$ cat src/rtl/i2cs_pkg.sv
package i2cs_pkg;
  typedef enum logic [3:0] {
    ST_IDLE, ST_ADDR, ST_ADDR_ACK, ST_RX, ST_RX_ACK,
    ST_TX, ST_TX_ACK, ST_HOLD, ST_SKIP
  } eng_state_t;

  localparam logic [2:0] RA_CTRL = 3'd0;
  localparam logic [2:0] RA_OWN  = 3'd1;
  localparam logic [2:0] RA_RXD  = 3'd2;
  localparam logic [2:0] RA_TXD  = 3'd3;
  localparam logic [2:0] RA_STAT = 3'd4;

  localparam int CB_EN   = 0;
  localparam int CB_NACK = 1;
  localparam int CB_IEN  = 2;
endpackage

$ cat src/rtl/i2cs_line_filter.sv
module i2cs_line_filter #(
  parameter int SYNC_STAGES = 2,
  parameter int FILT_CYC    = 3
) (
  input  logic clk,
  input  logic rst_n,
  input  logic pin_i,
  output logic level_o
);
  localparam int CW = $clog2(FILT_CYC + 1);

  logic [SYNC_STAGES-1:0] sync_q;
  logic                   level_q, level_d;
  logic [CW-1:0]          cnt_q, cnt_d;
  logic                   samp;

  assign samp = sync_q[SYNC_STAGES-1];

  always_comb begin
    level_d = level_q;
    cnt_d   = cnt_q;
    if (samp == level_q) begin
      cnt_d = '0;
    end else if (cnt_q == CW'(FILT_CYC - 1)) begin
      level_d = samp;
      cnt_d   = '0;
    end else begin
      cnt_d = cnt_q + 1'b1;
    end
  end

  always_ff @(posedge clk or negedge rst_n) begin
    if (!rst_n) begin
      sync_q  <= '1;
      level_q <= 1'b1;
      cnt_q   <= '0;
    end else begin
      sync_q  <= {sync_q[SYNC_STAGES-2:0], pin_i};
      level_q <= level_d;
      cnt_q   <= cnt_d;
    end
  end

  assign level_o = level_q;

  // the filtered level only moves to a value the synchronizer presented
  p_filter_follows_r2: assert property (@(posedge clk) disable iff (!rst_n)
    (level_q != $past(level_q)) |-> ($past(samp) == level_q));
endmodule

$ cat src/rtl/i2cs_bus_events.sv
module i2cs_bus_events (
  input  logic clk,
  input  logic rst_n,
  input  logic scl_f,
  input  logic sda_f,
  output logic scl_rise,
  output logic scl_fall,
  output logic start_ev,
  output logic stop_ev
);
  logic scl_p, sda_p;

  always_ff @(posedge clk or negedge rst_n) begin
    if (!rst_n) begin
      scl_p <= 1'b1;
      sda_p <= 1'b1;
    end else begin
      scl_p <= scl_f;
      sda_p <= sda_f;
    end
  end

  assign scl_rise = scl_f & ~scl_p;
  assign scl_fall = ~scl_f & scl_p;
  assign start_ev = scl_f & scl_p & sda_p & ~sda_f;
  assign stop_ev  = scl_f & scl_p & ~sda_p & sda_f;
endmodule

$ cat src/rtl/i2cs_engine.sv
module i2cs_engine
  import i2cs_pkg::*;
#(
  parameter int AW = 7,
  parameter int DW = 8
) (
  input  logic          clk,
  input  logic          rst_n,
  input  logic          scl_f,
  input  logic          sda_f,
  input  logic          scl_rise,
  input  logic          scl_fall,
  input  logic          start_ev,
  input  logic          stop_ev,
  input  logic          slave_en,
  input  logic          nack_ctl,
  input  logic [AW-1:0] own_addr,
  input  logic [DW-1:0] tx_data,
  input  logic          cpu_release,
  output logic          scl_oe,
  output logic          sda_oe,
  output logic          ready,
  output logic          dir,
  output logic          mstr_nack,
  output logic [DW-1:0] rx_data
);
  localparam int FRAME = AW + 1;
  localparam int SH_W  = (DW > FRAME) ? DW : FRAME;
  localparam int CW    = $clog2(SH_W + 1);

  eng_state_t    state_q, state_d;
  logic [SH_W-1:0] sh_q, sh_d;
  logic [CW-1:0] cnt_q, cnt_d;
  logic          sda_q, sda_d;
  logic          ready_q, ready_d;
  logic          dir_q, dir_d;
  logic          mnack_q, mnack_d;
  logic [DW-1:0] rx_q, rx_d;

  always_comb begin
    state_d = state_q;
    sh_d    = sh_q;
    cnt_d   = cnt_q;
    sda_d   = sda_q;
    ready_d = ready_q;
    dir_d   = dir_q;
    mnack_d = mnack_q;
    rx_d    = rx_q;
    if (cpu_release) ready_d = 1'b0;

    if (stop_ev || !slave_en) begin
      state_d = ST_IDLE;
      sda_d   = 1'b0;
      cnt_d   = '0;
    end else if (start_ev) begin
      state_d = ST_ADDR;
      sda_d   = 1'b0;
      cnt_d   = '0;
    end else begin
      unique case (state_q)
        ST_ADDR: begin
          if (scl_rise) begin
            sh_d  = {sh_q[SH_W-2:0], sda_f};
            cnt_d = cnt_q + 1'b1;
          end else if (scl_fall && cnt_q == CW'(FRAME)) begin
            if (sh_q[AW:1] == own_addr && !nack_ctl) begin
              state_d = ST_ADDR_ACK;
              sda_d   = 1'b1;
              dir_d   = sh_q[0];
              mnack_d = 1'b0;
            end else begin
              state_d = ST_SKIP;
            end
          end
        end
        ST_ADDR_ACK, ST_RX_ACK: begin
          if (scl_fall) begin
            sda_d   = 1'b0;
            ready_d = 1'b1;
            state_d = ST_HOLD;
          end
        end
        ST_HOLD: begin
          if (cpu_release) begin
            cnt_d = '0;
            if (dir_q) begin
              state_d = ST_TX;
              sh_d    = SH_W'(tx_data);
              sda_d   = ~tx_data[DW-1];
            end else begin
              state_d = ST_RX;
              sda_d   = 1'b0;
            end
          end
        end
        ST_RX: begin
          if (scl_rise) begin
            sh_d  = {sh_q[SH_W-2:0], sda_f};
            cnt_d = cnt_q + 1'b1;
          end else if (scl_fall && cnt_q == CW'(DW)) begin
            if (!nack_ctl) begin
              rx_d    = sh_q[DW-1:0];
              sda_d   = 1'b1;
              state_d = ST_RX_ACK;
            end else begin
              state_d = ST_SKIP;
            end
          end
        end
        ST_TX: begin
          if (scl_rise) begin
            cnt_d = cnt_q + 1'b1;
          end else if (scl_fall) begin
            if (cnt_q == CW'(DW)) begin
              sda_d   = 1'b0;
              state_d = ST_TX_ACK;
            end else begin
              sh_d  = sh_q << 1;
              sda_d = ~sh_q[DW-2];
            end
          end
        end
        ST_TX_ACK: begin
          if (scl_rise) begin
            mnack_d = sda_f;
          end else if (scl_fall) begin
            if (mnack_q) begin
              state_d = ST_SKIP;
            end else begin
              ready_d = 1'b1;
              state_d = ST_HOLD;
            end
          end
        end
        default: ;
      endcase
    end
  end

  always_ff @(posedge clk or negedge rst_n) begin
    if (!rst_n) begin
      state_q <= ST_IDLE;
      sh_q    <= '0;
      cnt_q   <= '0;
      sda_q   <= 1'b0;
      ready_q <= 1'b0;
      dir_q   <= 1'b0;
      mnack_q <= 1'b0;
      rx_q    <= '0;
    end else begin
      state_q <= state_d;
      sh_q    <= sh_d;
      cnt_q   <= cnt_d;
      sda_q   <= sda_d;
      ready_q <= ready_d;
      dir_q   <= dir_d;
      mnack_q <= mnack_d;
      rx_q    <= rx_d;
    end
  end

  assign scl_oe    = (state_q == ST_HOLD);
  assign sda_oe    = sda_q;
  assign ready     = ready_q;
  assign dir       = dir_q;
  assign mstr_nack = mnack_q;
  assign rx_data   = rx_q;

  // the address acknowledge is only driven for a matching address
  p_ack_needs_match_r2: assert property (@(posedge clk) disable iff (!rst_n)
    (state_q == ST_ADDR_ACK) |-> (sh_q[AW:1] == own_addr));
  // an unaddressed slave keeps SDA released
  p_skip_silent_r3: assert property (@(posedge clk) disable iff (!rst_n)
    (state_q == ST_SKIP) |-> !sda_q);
  // the direction does not move while the bus is paused
  p_dir_steady_r4: assert property (@(posedge clk) disable iff (!rst_n)
    (state_q == ST_HOLD && $past(state_q) == ST_HOLD) |-> $stable(dir_q));
  // SCL is only stretched while ready is raised
  p_hold_has_ready_r5: assert property (@(posedge clk) disable iff (!rst_n)
    (state_q == ST_HOLD) |-> ready_q);
  // a software release ends the pause
  p_release_frees_r5: assert property (@(posedge clk) disable iff (!rst_n)
    (state_q == ST_HOLD && cpu_release && slave_en) |=> (!ready_q && state_q != ST_HOLD));
  // STOP always returns to idle
  p_stop_idles_r9: assert property (@(posedge clk) disable iff (!rst_n)
    stop_ev |=> (state_q == ST_IDLE));
  // SDA drive is steady while SCL stays high
  p_sda_steady_r10: assert property (@(posedge clk) disable iff (!rst_n)
    (scl_f && $past(scl_f)) |-> $stable(sda_q));
endmodule

$ cat src/rtl/i2cs_regs.sv
module i2cs_regs
  import i2cs_pkg::*;
#(
  parameter int AW  = 7,
  parameter int DW  = 8,
  parameter int RAW = 3
) (
  input  logic           clk,
  input  logic           rst_n,
  input  logic [RAW-1:0] reg_addr,
  input  logic           reg_wr,
  input  logic [DW-1:0]  reg_wdata,
  output logic [DW-1:0]  reg_rdata,
  input  logic           st_ready,
  input  logic           st_dir,
  input  logic           st_mnack,
  input  logic [DW-1:0]  st_rx,
  output logic           slave_en,
  output logic           nack_ctl,
  output logic           irq_en,
  output logic [AW-1:0]  own_addr,
  output logic [DW-1:0]  tx_data,
  output logic           cpu_release
);
  localparam int CTRL_W = 3;

  logic [CTRL_W-1:0] ctrl_q, ctrl_d;
  logic [AW-1:0]     own_q, own_d;
  logic [DW-1:0]     txd_q, txd_d;
  logic [2:0]        off;

  assign off = 3'(reg_addr);

  always_comb begin
    ctrl_d = ctrl_q;
    own_d  = own_q;
    txd_d  = txd_q;
    if (reg_wr) begin
      unique case (off)
        RA_CTRL: ctrl_d = reg_wdata[CTRL_W-1:0];
        RA_OWN:  own_d  = reg_wdata[AW-1:0];
        RA_TXD:  txd_d  = reg_wdata;
        default: ;
      endcase
    end
  end

  always_ff @(posedge clk or negedge rst_n) begin
    if (!rst_n) begin
      ctrl_q <= '0;
      own_q  <= '0;
      txd_q  <= '0;
    end else begin
      ctrl_q <= ctrl_d;
      own_q  <= own_d;
      txd_q  <= txd_d;
    end
  end

  always_comb begin
    reg_rdata = '0;
    unique case (off)
      RA_CTRL: reg_rdata[CTRL_W-1:0] = ctrl_q;
      RA_OWN:  reg_rdata[AW-1:0]     = own_q;
      RA_RXD:  reg_rdata             = st_rx;
      RA_TXD:  reg_rdata             = txd_q;
      RA_STAT: reg_rdata[2:0]        = {st_mnack, st_dir, st_ready};
      default: ;
    endcase
  end

  assign cpu_release = reg_wr && (off == RA_STAT);
  assign slave_en    = ctrl_q[CB_EN];
  assign nack_ctl    = ctrl_q[CB_NACK];
  assign irq_en      = ctrl_q[CB_IEN];
  assign own_addr    = own_q;
  assign tx_data     = txd_q;
endmodule

$ cat src/rtl/i2c_stretch_slave.sv
module i2c_stretch_slave #(
  parameter int AW       = 7,
  parameter int DW       = 8,
  parameter int RAW      = 3,
  parameter int FILT_CYC = 3
) (
  input  logic           clk,
  input  logic           rst_n,
  input  logic [RAW-1:0] reg_addr,
  input  logic           reg_wr,
  input  logic [DW-1:0]  reg_wdata,
  output logic [DW-1:0]  reg_rdata,
  input  logic           scl_i,
  input  logic           sda_i,
  output logic           scl_oe,
  output logic           sda_oe,
  output logic           irq
);
  localparam int NPIN = 2;

  logic [1:0] rst_sync_q;
  logic       rst_n_int;

  always_ff @(posedge clk or negedge rst_n) begin
    if (!rst_n) rst_sync_q <= '0;
    else        rst_sync_q <= {rst_sync_q[0], 1'b1};
  end
  assign rst_n_int = rst_sync_q[1];

  logic [NPIN-1:0] pin_raw, pin_flt;
  assign pin_raw = {sda_i, scl_i};

  for (genvar g = 0; g < NPIN; g++) begin : g_flt
    i2cs_line_filter #(.SYNC_STAGES(2), .FILT_CYC(FILT_CYC)) u_flt (
      .clk(clk), .rst_n(rst_n_int), .pin_i(pin_raw[g]), .level_o(pin_flt[g])
    );
  end

  logic scl_rise, scl_fall, start_ev, stop_ev;
  i2cs_bus_events u_evt (
    .clk(clk), .rst_n(rst_n_int), .scl_f(pin_flt[0]), .sda_f(pin_flt[1]),
    .scl_rise(scl_rise), .scl_fall(scl_fall), .start_ev(start_ev), .stop_ev(stop_ev)
  );

  logic          slave_en, nack_ctl, irq_en, cpu_release;
  logic [AW-1:0] own_addr;
  logic [DW-1:0] tx_data, rx_data;
  logic          ready, dir, mstr_nack;

  i2cs_regs #(.AW(AW), .DW(DW), .RAW(RAW)) u_regs (
    .clk(clk), .rst_n(rst_n_int), .reg_addr(reg_addr), .reg_wr(reg_wr),
    .reg_wdata(reg_wdata), .reg_rdata(reg_rdata), .st_ready(ready), .st_dir(dir),
    .st_mnack(mstr_nack), .st_rx(rx_data), .slave_en(slave_en), .nack_ctl(nack_ctl),
    .irq_en(irq_en), .own_addr(own_addr), .tx_data(tx_data), .cpu_release(cpu_release)
  );

  i2cs_engine #(.AW(AW), .DW(DW)) u_eng (
    .clk(clk), .rst_n(rst_n_int), .scl_f(pin_flt[0]), .sda_f(pin_flt[1]),
    .scl_rise(scl_rise), .scl_fall(scl_fall), .start_ev(start_ev), .stop_ev(stop_ev),
    .slave_en(slave_en), .nack_ctl(nack_ctl), .own_addr(own_addr), .tx_data(tx_data),
    .cpu_release(cpu_release), .scl_oe(scl_oe), .sda_oe(sda_oe), .ready(ready),
    .dir(dir), .mstr_nack(mstr_nack), .rx_data(rx_data)
  );

  assign irq = ready & irq_en;
endmodule

$ cat config.mk
export PLATFORM = sky130hd
export DESIGN_NAME = i2c_stretch_slave
export DESIGN_NICKNAME = d
export VERILOG_FILES = /design/src/rtl/i2cs_pkg.sv /design/src/rtl/i2cs_line_filter.sv /design/src/rtl/i2cs_bus_events.sv /design/src/rtl/i2cs_engine.sv /design/src/rtl/i2cs_regs.sv /design/src/rtl/i2c_stretch_slave.sv
export SDC_FILE = /design/constraint.sdc
export NUM_CORES = 1
export LEC_CHECK = 0
export ABC_AREA = 0
export BUFFER_PORTS_ARGS = -buffer_cell sky130_fd_sc_hd__buf_2
export CAP_MARGIN = 20
export CORE_MARGIN = 1
export CORE_UTILIZATION = 54
export CTS_CLUSTER_SIZE = 30
export DETAILED_ROUTE_END_ITERATION = 16
export PLACE_DENSITY = 0.76
export SLEW_MARGIN = 20
export SYNTH_ARGS = -nofsm -noshare
export SYNTH_HDL_FRONTEND = slang
export SYNTH_SLANG_ARGS = --single-unit
$ cat constraint.sdc
create_clock -name clk -period 2 [get_ports clk]
set_clock_uncertainty 0.15 [all_clocks]
set_input_delay 0.4 -clock clk [delete_from_list [all_inputs] [get_ports clk]]
set_output_delay 0.4 -clock clk [all_outputs]
set_load 0.05 [all_outputs]
==> reports/results.ini <==
[status]
status = finished with violations
violations = negative setup slack

[clock_network]
cts_tree = built
cts_buffers = 9
htreeDepth = 3
clk_pin_slew_ps = 70
worst_skew_pair.late_latency_ps = 350
cts-root-buf = clkbuf_8
cts.sinks = 60
clk_path_buf_depth = 2

[synthesis]
synthArstFlopShare_pct = 100
syn_area_per_cell_um2 = 11.5
synth_edf_count = 0
synth_ff_type = dfrtp_1
syn_inst = 292
yosysWarnings = 0
synth_cell_types = 63
ys_ff_latch = 60
syn_area_um2 = 3350
synth_nets = 310
synth.yosys.seq_area_share_pct = 45.1

[worst_setup_path]
end_kind = register
cp.arrival_ps = 2190
critical_path.startpoint = u_regs.own_addr[1]$_DFFE_PN0P_
crit_required_ps = 2080
reg2reg_slack_ps = -100
r2r-end = u_eng.state_q[3]$_DFFE_PN0P_
crit_end = u_eng.state_q[3]$_DFFE_PN0P_
path_max_fanout = 4
crit_type = register to register
rr_worst_depth = 6
setup.worst_path.start_class = register
worstReg2RegStart = u_regs.own_addr[1]$_DFFE_PN0P_

[cells_and_area]
final_nets = 411
finalNonFillerCells = 473
drive_above_1_share_pct = 56.8
num_antenna_cells = 0
syn2layout_area_growth_pct = 39.7
final_cell_mix = buf_4, dfrtp_1, mux2_2, mux2_4, buf_2
final_common_cell = buf_4
fillers = 347

[power]
vdd_ir_drop_max_mv = 0.851
cellLeakagePower_uw = 0.00214
totalPowerFinal_uw = 5040
power.density_nw_per_um2 = 1080

[drt]
wl_per_cell_um = 19.6
initialDrtViolationCount = 249
drc_errors = 0
vias = 2799
drt-total-wl_um = 9260
drt_pass1_iterations = 4
ant_nets = 0
via_per_inst = 5.92

[timing]
fin_crit_sh_pct = 105
hold_viol = 0
fmax_mhz = 476
grt_setup_unrepaired = true
fin_ws_ps = -103
setup_violations = 9
period_needed_ps = 2100
maxSlewViolCount = 0

[grt]
grt_most_used_layer = met2
met2_usage_pct = 49.4
antenna_found_initial = 0
grt_pass1_wl_um = 14000
grt_max_degree = 41
track_usage_pct = 29.4
gr-usage-met1_pct = 36.3
grt_remaining_overflow = 0
grt_pass1_vias = 2905
use_met3_pct = 6.52

[place]
port_buffers = 26
dp_slack_ps = -101
dpl.hpwl_um = 5780
gp_routability_congestion = 0.880
dp_cells = 430

[floorplan]
core-area_um2 = 5960
io_pins = 27
rows = 28
initial_utilization_pct = 56.2
dieArea_um2 = 6520
die_w_um = 80.8
die_h_um = 80.8

[flow_run]
cap_violations = 0

[hold_path]
min_path_type = register to asynchronous set/reset pin

-- state kept, by name (all words and copies together), names as in the netlist, 2 cells and up --
name	count
u_eng.rx_data	8
u_eng.sh_q	8
u_regs.tx_data	8
u_regs.own_addr	7
g_flt.u_flt.cnt_q	4
g_flt.u_flt.sync_q	4
u_eng.cnt_q	4
u_eng.state_q	4
u_regs.ctrl_q	3
g_flt.u_flt.level_o	2
rst_sync_q	2
-- how the worst min path moves through the flow --
stage | start | end | slack, ps | depth (start not counted)
after floorplan | rst_n | rst_sync_q[0]$_DFF_PN0_ | -50 | 0
after global placement | rst_n | rst_sync_q[0]$_DFF_PN0_ | 30 | 1
after detailed placement | rst_n | rst_sync_q[0]$_DFF_PN0_ | 40 | 1
after CTS | rst_sync_q[1]$_DFF_PN0_ | g_flt[1].u_flt.cnt_q[0]$_DFF_PN0_ | 60 | 0
after global routing | rst_sync_q[1]$_DFF_PN0_ | g_flt[1].u_flt.cnt_q[0]$_DFF_PN0_ | 90 | 0
final | rst_sync_q[1]$_DFF_PN0_ | u_eng.mstr_nack$_DFFE_PN0P_ | 40 | 0
-- per-stage QoR --
stage,util [%],area (µm²),setup TNS [ps],hold slack [ps]
after floorplan,-,3430,0,-45.6
after global routing,78.6,4680,-1860,85.7
after detailed placement,66.5,3960,-1410,38.2
after CTS,75.4,4490,-572,56.7
after global placement,66.5,3960,-1350,34.0
final,78.6,4680,-411,39.3
-- final cells by class --
| type | count | area [µm²] | share of cell area [%] |
|---|---|---|---|
| multi-input cells | 208 | 1970 | 42.1 |
| flip-flops and latches | 60 | 1520 | 32.4 |
| repair buffers | 106 | 835 | 17.8 |
| clock buffers | 12 | 135 | 2.89 |
| clock inverters | 4 | 97.6 | 2.09 |
| well taps | 75 | 93.8 | 2.01 |
| inverters | 8 | 30.0 | 0.642 |
-- report_power, final --
part / internal (µW) / switching, µW
Combinational: 1020 / 947
Clock: 830 / 501
Sequential: 1490 / 244
Total: 3340 / 1690
-- cell usage after synthesis, drive strengths merged (4+ instances only) --
cell type | number | area, µm²
dfrtp | 52 | 1300
mux2 | 48 | 571
nor2 | 17 | 87.6
nand2 | 16 | 60.1
o21ai | 16 | 87.6
buf | 12 | 88.8
nor2b | 11 | 68.8
a21oi | 9 | 45.0
dfstp | 8 | 210
inv | 8 | 30.0
nor3 | 7 | 40.0
xor2 | 7 | 61.3
a22oi | 6 | 45.0
nand3 | 6 | 30.0
nor3b | 6 | 56.3
a311oi | 4 | 35.0
clkbuf | 4 | 15.0
mux2i | 4 | 40.0
nand2b | 4 | 27.5
-- timing repair --
| action | 4_1_cts | 5_1_grt |
|---|---|---|
| setup buffers | 12 | 12 |
| hold buffers | 3 | 0 |
| gates resized for setup | 52 | 23 |
| hold endpoints to repair | 4 | 0 |
| cloned | 0 | 0 |
| setup endpoints to repair | 30 | 31 |
| pin swaps | 8 | 14 |
-- per-layer routing --
layer  up-vias  wire, µm
li1       1260         -
met1      1403      3840
met2       109      4630
met3        27       515
met4         0       275
met5         -         0
-- critical path, cell delays in order, from the launching register on --
cell	delay (ps)
dfrtp_1	420
xor2_1	220
nor4_4	390
nand3_1	120
nor3_1	310
nor3_1	110
mux2_4	270
-- cell families (layout without fill, tap and decap cells) --
kind of cell,count (synthesis),after routing,share of synthesized area (%)
AND/OR/NAND/NOR,86,86,16.7
flip-flops,60,60,45.1
AO/OA/AOI/OAI,55,55,11.1
multiplexers,54,54,19.6
buffers and inverters,24,130,4.00
XOR/XNOR,10,10,2.62
adder cells (fa/ha/maj),2,2,0.747
other,1,1,0.112
No activity file was read; power rests on OpenSTA's default activity.
